**src/rtl/inv_pkg.sv**
```systemverilog
package inv_pkg;
  localparam int NUM_LEGS = 3;

  typedef struct packed {
    logic update;
    logic fault;
  } invStrobeT;
endpackage

```
**src/rtl/inv_ctrl.sv**
```systemverilog
module inv_ctrl
  import inv_pkg::*;
#(
  parameter int DIV = 8
) (
  input  logic                clk,
  input  logic                rstN,
  input  logic [NUM_LEGS-1:0] gateHi,
  input  logic [NUM_LEGS-1:0] gateLo,
  output logic [NUM_LEGS-1:0] legState,
  output invStrobeT           strobes
);
  localparam int CNT_W = (DIV > 1) ? $clog2(DIV) : 1;
  localparam logic [CNT_W-1:0] LAST = CNT_W'(DIV - 1);

  logic [CNT_W-1:0]    phaseCnt;
  logic                sampleNow;
  logic [NUM_LEGS-1:0] legShort;
  logic [NUM_LEGS-1:0] nextLeg;
  logic                anyShort;

  assign sampleNow = (phaseCnt == LAST);

  for (genvar g = 0; g < NUM_LEGS; g++) begin : g_leg
    assign legShort[g] = gateHi[g] & gateLo[g];
    always_comb begin
      if (gateHi[g] ^ gateLo[g]) nextLeg[g] = gateHi[g];
      else                       nextLeg[g] = legState[g];
    end
  end

  assign anyShort = |legShort;

  always_ff @(posedge clk) begin
    if (!rstN) begin
      phaseCnt       <= '0;
      legState       <= '0;
      strobes.update <= 1'b0;
      strobes.fault  <= 1'b0;
    end else begin
      phaseCnt       <= sampleNow ? '0 : phaseCnt + 1'b1;
      strobes.update <= sampleNow;
      if (sampleNow) begin
        if (anyShort) strobes.fault <= 1'b1;
        else          legState      <= nextLeg;
      end
    end
  end
endmodule

```
**src/rtl/inv_datapath.sv**
```systemverilog
module inv_datapath
  import inv_pkg::*;
#(
  parameter int VDC_W = 32,
  parameter int OUT_W = VDC_W + 2
) (
  input  logic                    clk,
  input  logic                    rstN,
  input  invStrobeT               strobes,
  input  logic [NUM_LEGS-1:0]     legState,
  input  logic [VDC_W-1:0]        vdcLevel,
  output logic signed [OUT_W-1:0] phaseVolt [NUM_LEGS],
  output logic [NUM_LEGS-1:0]     switchState,
  output logic                    outValid,
  output logic                    shootFault
);
  logic [VDC_W-1:0]        thirdStep;
  logic signed [OUT_W-1:0] thirdExt;
  logic signed [OUT_W-1:0] legProd [NUM_LEGS];

  assign thirdStep = vdcLevel / VDC_W'(3);
  assign thirdExt  = $signed({{(OUT_W-VDC_W){1'b0}}, thirdStep});

  for (genvar g = 0; g < NUM_LEGS; g++) begin : g_volt
    localparam int O1 = (g + 1) % NUM_LEGS;
    localparam int O2 = (g + 2) % NUM_LEGS;
    logic signed [2:0]       weight;
    logic signed [OUT_W-1:0] weightExt;
    always_comb begin
      weight = $signed({1'b0, legState[g], 1'b0})
             - $signed({2'b00, legState[O1]})
             - $signed({2'b00, legState[O2]});
    end
    assign weightExt  = $signed({{(OUT_W-3){weight[2]}}, weight});
    assign legProd[g] = weightExt * thirdExt;

    always_ff @(posedge clk) begin
      if (!rstN)               phaseVolt[g] <= '0;
      else if (strobes.update) phaseVolt[g] <= legProd[g];
    end
  end

  always_ff @(posedge clk) begin
    if (!rstN) begin
      switchState <= '0;
      outValid    <= 1'b0;
      shootFault  <= 1'b0;
    end else begin
      outValid   <= strobes.update;
      shootFault <= strobes.fault;
      if (strobes.update) switchState <= legState;
    end
  end
endmodule

```
**src/rtl/inv_state_emulator.sv**
```systemverilog
module inv_state_emulator
  import inv_pkg::*;
#(
  parameter int DIV   = 8,
  parameter int VDC_W = 32,
  parameter int OUT_W = VDC_W + 2
) (
  input  logic                    clk,
  input  logic                    rstN,
  input  logic [2:0]              gateHi,
  input  logic [2:0]              gateLo,
  input  logic [VDC_W-1:0]        vdcLevel,
  output logic signed [OUT_W-1:0] phaseA,
  output logic signed [OUT_W-1:0] phaseB,
  output logic signed [OUT_W-1:0] phaseC,
  output logic [2:0]              switchState,
  output logic                    outValid,
  output logic                    shootFault
);
  invStrobeT               strobes;
  logic [NUM_LEGS-1:0]     legState;
  logic signed [OUT_W-1:0] phaseVolt [NUM_LEGS];

  inv_ctrl #(.DIV(DIV)) u_ctrl (
    .clk      (clk),
    .rstN     (rstN),
    .gateHi   (gateHi),
    .gateLo   (gateLo),
    .legState (legState),
    .strobes  (strobes)
  );

  inv_datapath #(.VDC_W(VDC_W), .OUT_W(OUT_W)) u_dp (
    .clk         (clk),
    .rstN        (rstN),
    .strobes     (strobes),
    .legState    (legState),
    .vdcLevel    (vdcLevel),
    .phaseVolt   (phaseVolt),
    .switchState (switchState),
    .outValid    (outValid),
    .shootFault  (shootFault)
  );

  assign phaseA = phaseVolt[0];
  assign phaseB = phaseVolt[1];
  assign phaseC = phaseVolt[2];
endmodule

```
**config.mk**
```make
export PLATFORM = sky130hd
export DESIGN_NAME = inv_state_emulator
export DESIGN_NICKNAME = d
export VERILOG_FILES = /design/src/rtl/inv_pkg.sv /design/src/rtl/inv_ctrl.sv /design/src/rtl/inv_datapath.sv /design/src/rtl/inv_state_emulator.sv
export SDC_FILE = /design/constraint.sdc
export NUM_CORES = 1
export LEC_CHECK = 0
export ABC_AREA = 1
export BUFFER_PORTS_ARGS = -buffer_cell sky130_fd_sc_hd__clkbuf_2
export CAP_MARGIN = 25
export CORE_UTILIZATION = 55
export CTS_CLUSTER_SIZE = 20
export DETAILED_ROUTE_END_ITERATION = 12
export GPL_ROUTABILITY_DRIVEN = 0
export HOLD_SLACK_MARGIN = 0.06
export PLACE_DENSITY = 0.76
export SYNTH_ARGS = -nofsm -noshare
export SYNTH_HDL_FRONTEND = slang
export SYNTH_HIERARCHICAL = 1
export SYNTH_SLANG_ARGS = --single-unit
```
**constraint.sdc**
```tcl
create_clock -name clk -period 15.54 [get_ports clk]
set_clock_uncertainty 0.2 [all_clocks]
set_input_delay 1.554 -clock clk [delete_from_list [all_inputs] [get_ports clk]]
set_output_delay 1.554 -clock clk [all_outputs]
set_load 0.005 [all_outputs]
```
==> impl_metrics.yaml, run 1 <==
cts:
  cts_inserted_buffers: 17
  root_buffer: "clkbuf_16"
  cts_max_path_buffers: 2
  clk_transition_reported_paths_ps: 60
  cts-hold-fix-buffers: 0
  cts_max_level: 4
  insertion_delay_ps: 430
  number_of_sinks_driven_by_the_clock_tree: 115
  tritoncts_clock_tree: "yes"
placed_design:
  io_buffers: 146
  detailedPlace.worstSlack_ps: -131
  dp_hpwl_mm: 28.6
  placed_cells_incl_taps: 2528
sta:
  setup_slack_ps: 829
  setup_viol_count_final: 0
  timing_worst_slew_pin_value_ps: 925
  maxSlewViolCount: 0
  report.final.hold_viol_count: 0
  accumulated_negative_setup_slack_ps: 0
  clock.fmax_ghz: 0.0680
  final_min_period_over_clock_period_pct: 94.7
  finalWorstPathRequiredPeriod_ps: 14710
  worst_slew_margin_rel_pct: 38.4
run_status:
  status: "completed"
synth:
  yosysWarnings: 6
  synthesis.instances: 2100
  avgSynthCellArea_um2: 6.87
  syn_nets: 2431
  postSynthRegisterBits: 115
  ys_types: 42
  ys.flop_type: "dfxtp_1"
  synth-edff-count: 0
  async_reset_ff_share_pct: 0
  yosysSeqAreaShare_pct: 16.0
  mapped_area_um2: 14400
worst_setup_path:
  critical_path.most_common_cell: "nand2_2"
  slowest_delay_ps: 570
  r2r_setup_slack_ps: 8690
  crit_path_end: "u_dp/phaseVolt[33]$_SDFFE_PN0P_"
  timing.critical_path.from_type: "input port"
  cp_slowest_cell: "fa_1"
  critical_path.max_fanout: 8
  timing.critical_path.to_type: "flip-flop"
  worst-r2r-cell-count: 33
  worst-endpoint-arrival_ps: 14830
  startpoint_of_the_most_critical_register_to_register_path: "u_ctrl/legState[2]$_SDFFE_PN0P_"
  critPathLaunch: "vdcLevel[31]"
  crit_required_ps: 15660
  timing.setup.critical_path_class: "in -> reg"
  end_of_the_worst_register_to_register_path: "u_dp/phaseVolt[101]$_SDFFE_PN0P_"
route:
  detail_route.wl_per_cell_um: 14.6
  routed_wirelength_mm: 37.7
  drtPass1Iterations: 6
  number_of_vias_per_cell_after_detailed_routing: 5.33
  via_count: 13800
  detail_route.drc_violations: 0
  detailedRoute.firstIterationViolations: 1082
  ant_nets: 0
finish:
  non_filler_instances: 2580
  post_route_cells_drive_above_1_share_pct: 15.6
  nets: 2568
  area_growth_syn_to_layout_pct: 13.8
  fillers: 2252
  layout_common_cells: "nand2_1 (439), inv_1 (419), nor2_1 (217)"
  layout.cells.most_common: "nand2_1"
  antenna_cells: 0
floorplanning:
  chipHeight_um: 164
  initial_core_util_pct: 56.6
  floorplan.die.width_um: 164
  floorplan.die_area_um2: 26900
  coreArea_um2: 25500
  placement_rows: 58
  boundaryPins: 147
global_route:
  grt-ovfl-total: 0
  antenna_violations_before_repair: 0
  global_route_wire_length_before_repair_mm: 60.6
  grt_pass1_vias: 12700
  groute.usage.overall_pct: 28.2
  largest_net_degree_at_the_start_of_global_routing: 59
flow_run:
  timing.max_cap.violations: 0
pwr:
  power_leakage_nw: 10.4
  pwr_density_cell_nw_per_um2: 60.4
  fin_total_pwr_uw: 992
  worst_ir_drop_vdd_mv: 0.0485
worst_hold_path:
  hold_path_class: "reg -> reg"
==> worst max-delay path, delay by kind of cell <==
kind	cells	cell delay, ps
adders and majority gates	5	1840
xor gates and xnor gates	1	160
and+or+nand+nor	71	7060
AOI/OAI and AO/OA	24	3430
buffers and inverters	10	730
==> cell usage after synthesis, types with 2 or more instances <==
master / n / area, um2
nand2_1: 456 / 1710
inv_1: 421 / 1580
nor2_1: 219 / 822
ha_1: 198 / 2480
o21ai_0: 124 / 621
a21oi_1: 115 / 576
dfxtp_1: 115 / 2300
fa_1: 93 / 1860
xor2_1: 63 / 552
clkbuf_1: 52 / 195
nand3_1: 47 / 235
nand2_2: 36 / 225
o21ai_1: 24 / 120
nand3_2: 20 / 200
xnor2_1: 20 / 175
nand4_1: 13 / 81.3
o21bai_1: 10 / 75.1
o211ai_1: 8 / 60.1
a21o_1: 5 / 37.5
buf_2: 5 / 25.0
nor2_2: 5 / 31.3
o221ai_1: 5 / 43.8
o31ai_1: 5 / 37.5
a211oi_1: 4 / 30.0
a31oi_1: 4 / 25.0
nand2_4: 4 / 45.0
o21bai_2: 4 / 45.0
o21a_1: 3 / 22.5
o21ai_2: 3 / 26.3
a21oi_2: 2 / 17.5
a221oi_1: 2 / 17.5
a311oi_1: 2 / 17.5
buf_4: 2 / 15.0
nand3_4: 2 / 35.0
or2_2: 2 / 12.5
==> metal layers <==
layer	up-vias	global-route usage (%)	part of all wire, %
met5	-	0	0
met4	0	8.71	2.3
met3	66	4.42	6.7
met2	479	46.9	46
met1	6382	37.5	45
li1	6823	-	-
==> flip-flops by register name, indices dropped and copies added (netlist names) <==
signal / count
u_ctrl/legState: 3
u_ctrl/phaseCnt: 3
u_ctrl/strobes: 2
u_dp/outValid: 1
u_dp/phaseVolt: 102
u_dp/shootFault: 1
u_dp/switchState: 3
==> timing repair <==
item                       4_1_cts  5_1_grt
setup endpoints to repair        0       40
buffers inserted                 0       20
gates resized for setup          0       81
==> report_power, final <==
group / leakage, nW / internal (mW) / switching, mW
combinational: 9.19 / 0.0860 / 0.194
clock: 0.295 / 0.238 / 0.177
sequential: 0.927 / 0.296 / 0.00107
==> layout make-up <==
cell class	instances	area, um2	share of cell area, %
clock buffers	18	450	2.74
well taps	330	413	2.52
multi-input cells	1502	10500	64.2
flip-flops and latches	115	2310	14.0
repair buffers	179	978	5.96
inverters	422	1580	9.65
clock inverters	14	150	0.915
==> per-stage QoR <==
| stage | cell area (um2) | hold slack [ps] | utilization, % |
|---|---|---|---|
| after floorplan | 14400 | 209 | - |
| after global placement | 15400 | 218 | 60.5 |
| after detailed placement | 15400 | 227 | 60.5 |
| after CTS | 16000 | 236 | 62.9 |
| after global routing | 16400 | 250 | 64.5 |
| final | 16400 | 231 | 64.5 |
==> cell families (layout without fill, tap and decap cells) <==
| group | count (synthesis) | after routing | share of synthesized area [%] |
|---|---|---|---|
| buffers and inverters | 483 | 633 | 12.7 |
| and+or+nand+nor | 806 | 806 | 23.7 |
| DFF | 115 | 115 | 16.0 |
| adders and majority gates | 291 | 291 | 30.1 |
| xor gates and xnor gates | 83 | 83 | 5.04 |
| AOI/OAI and AO/OA | 322 | 322 | 12.5 |
==> how the worst min path moves through the flow <==
stage	startpoint	end	cells after the start
finish	u_ctrl/phaseCnt[0]$_SDFF_PP0_	u_ctrl/phaseCnt[0]$_SDFF_PP0_	1
global route	u_ctrl/phaseCnt[0]$_SDFF_PP0_	u_ctrl/phaseCnt[0]$_SDFF_PP0_	1
CTS	u_ctrl/phaseCnt[0]$_SDFF_PP0_	u_ctrl/phaseCnt[0]$_SDFF_PP0_	1
detailed placement	u_ctrl/phaseCnt[0]$_SDFF_PP0_	u_ctrl/phaseCnt[0]$_SDFF_PP0_	1
global placement	u_ctrl/phaseCnt[0]$_SDFF_PP0_	u_ctrl/phaseCnt[0]$_SDFF_PP0_	1
floorplan	u_ctrl/phaseCnt[0]$_SDFF_PP0_	u_ctrl/phaseCnt[0]$_SDFF_PP0_	1
(Power assumes the default switching activity.)
==> inputs of run 2 (changes only) <==
==> constraint.sdc (replaced) <==
create_clock -name clk -period 18.5 [get_ports clk]
set_clock_uncertainty 0.2 [all_clocks]
set_input_delay 1.85 -clock clk [delete_from_list [all_inputs] [get_ports clk]]
set_output_delay 1.85 -clock clk [all_outputs]
set_load 0.005 [all_outputs]
==> run 2 against run 1 <==
Net effect: clock power decreased by 18%; worst setup slack improved by 1700 ps; sequential cell count unchanged; sequential power decreased by 16%; register-to-register slack improved by 2700 ps; non-clock buffer count decreased by 21; power decreased by 20%; global-route usage decreased by 0.20 points; cell count decreased by 0.81%; utilization decreased by 1.7 points; critical path type unchanged; critical endpoint unchanged.
==> impl_metrics.yaml, run 2 (same netlist as run 1, synthesis figures left out) <==
run_status:
  status: "completed"
route:
  detailedRoute.firstIterationViolations: 1023
  via_count: 13700
  detail_route.wl_per_cell_um: 14.3
  routed_wirelength_mm: 36.7
  number_of_vias_per_cell_after_detailed_routing: 5.33
  drtPass1Iterations: 6
  ant_nets: 0
  detail_route.drc_violations: 0
floorplanning:
  coreArea_um2: 25500
  placement_rows: 58
  chipHeight_um: 164
  floorplan.die_area_um2: 26900
  initial_core_util_pct: 56.6
  boundaryPins: 147
  floorplan.die.width_um: 164
worst_setup_path:
  slowest_delay_ps: 570
  worst-r2r-cell-count: 34
  worst-endpoint-arrival_ps: 16060
  timing.critical_path.from_type: "input port"
  timing.critical_path.to_type: "flip-flop"
  critical_path.max_fanout: 10
  startpoint_of_the_most_critical_register_to_register_path: "u_ctrl/legState[0]$_SDFFE_PN0P_"
  critical_path_depth: 105
  timing.setup.critical_path_class: "in -> reg"
  crit_required_ps: 18630
  cp_slowest_cell: "fa_1"
  cp_top_family: "simple AND/OR/NAND/NOR gates"
  crit_buf_inv: 8
  end_of_the_worst_register_to_register_path: "u_dp/phaseVolt[66]$_SDFFE_PN0P_"
  critPathLaunch: "vdcLevel[31]"
  r2r_setup_slack_ps: 11420
  critical_path.most_common_cell: "nand2_1"
  crit_path_end: "u_dp/phaseVolt[33]$_SDFFE_PN0P_"
finish:
  area_growth_syn_to_layout_pct: 10.9
  top_register: "u_dp/phaseVolt"
  largest_register_ffs: 102
  non_filler_instances: 2559
  design_area_um2: 16000
  antenna_cells: 0
  nets: 2547
  fillers: 2273
  post_route_cells_drive_above_1_share_pct: 12.4
  layout.core_utilization_pct: 62.8
  layout.cells.most_common: "nand2_1"
  layout_common_cells: "nand2_1 (456), inv_1 (419), nor2_1 (219)"
pwr:
  pwr_density_cell_nw_per_um2: 49.6
  worst_ir_drop_vdd_mv: 0.0568
  power_leakage_nw: 10.2
  fin_total_pwr_uw: 793
sta:
  rsz0062_at_grt: "no"
  fin_worst_hold_slack_ps: 241
  worst_slew_margin_rel_pct: 37.9
  accumulated_negative_setup_slack_ps: 0
  setup_slack_ps: 2570
  timing_worst_slew_pin_value_ps: 932
  setup_viol_count_final: 0
  clock.fmax_ghz: 0.0628
  final_min_period_over_clock_period_pct: 86.1
  report.final.hold_viol_count: 0
  finalWorstPathRequiredPeriod_ps: 15930
  maxSlewViolCount: 0
placed_design:
  dpl_cell_area_um2: 15400
  dp_hpwl_mm: 28.5
  io_buffers: 146
  detailedPlace.worstSlack_ps: 2490
  placed_cells_incl_taps: 2527
cts:
  cts_inserted_buffers: 17
  cts.repair_timing.setup_buffer_count: 0
  cts_max_level: 4
  clk_transition_reported_paths_ps: 60
  cts-resized-gates: 0
  tritoncts_clock_tree: "yes"
  cts_max_path_buffers: 2
  insertion_delay_ps: 430
  number_of_sinks_driven_by_the_clock_tree: 115
  root_buffer: "clkbuf_16"
  cts-hold-fix-buffers: 0
global_route:
  grt_pass1_vias: 12700
  global_route_wire_length_before_repair_mm: 60.3
  grt-ovfl-total: 0
  groute.usage.overall_pct: 28.0
  largest_net_degree_at_the_start_of_global_routing: 59
  antenna_violations_before_repair: 0
worst_hold_path:
  hold_path_class: "reg -> reg"
  worst_hold_path.num_cells: 1
flow_run:
  timing.max_cap.violations: 0
## run 2: worst min-delay path by stage
| stage | from | to | slack (ps) |
|---|---|---|---|
| 3_3_place_gp | u_ctrl/phaseCnt[0]$_SDFF_PP0_ | u_ctrl/phaseCnt[0]$_SDFF_PP0_ | 220 |
| 3_5_place_dp | u_ctrl/phaseCnt[0]$_SDFF_PP0_ | u_ctrl/phaseCnt[0]$_SDFF_PP0_ | 220 |
| 5_1_grt | u_ctrl/phaseCnt[0]$_SDFF_PP0_ | u_ctrl/phaseCnt[0]$_SDFF_PP0_ | 250 |
| 2_1_floorplan | u_ctrl/phaseCnt[0]$_SDFF_PP0_ | u_ctrl/phaseCnt[0]$_SDFF_PP0_ | 210 |
| 6_report | u_ctrl/phaseCnt[0]$_SDFF_PP0_ | u_ctrl/phaseCnt[0]$_SDFF_PP0_ | 240 |
| 4_1_cts | u_ctrl/phaseCnt[0]$_SDFF_PP0_ | u_ctrl/phaseCnt[0]$_SDFF_PP0_ | 230 |
## run 2: layout make-up
type / count / area (um2) / area share (%)
Clock buffer: 18 / 439 / 2.75
Inverter: 422 / 1580 / 9.91
Timing Repair Buffer: 158 / 821 / 5.13
Clock inverter: 14 / 143 / 0.892
Sequential cell: 115 / 2310 / 14.4
Multi-Input combinational cell: 1502 / 10300 / 64.3
Tap cell: 330 / 413 / 2.58
## run 2: power breakdown
group	total (mW)	switching (mW)	internal, mW	leakage, nW
registers	0.250	0.000920	0.249	0.927
clock network	0.339	0.147	0.193	0.282
logic	0.203	0.150	0.0534	9.03
## run 2: per-layer routing
metal | wire length, um | global-route usage [%]
met3 | 2580 | 4.27
met2 | 16300 | 45.5
met1 | 16800 | 37.9
met5 | 0 | 0
met4 | 1020 | 9.43
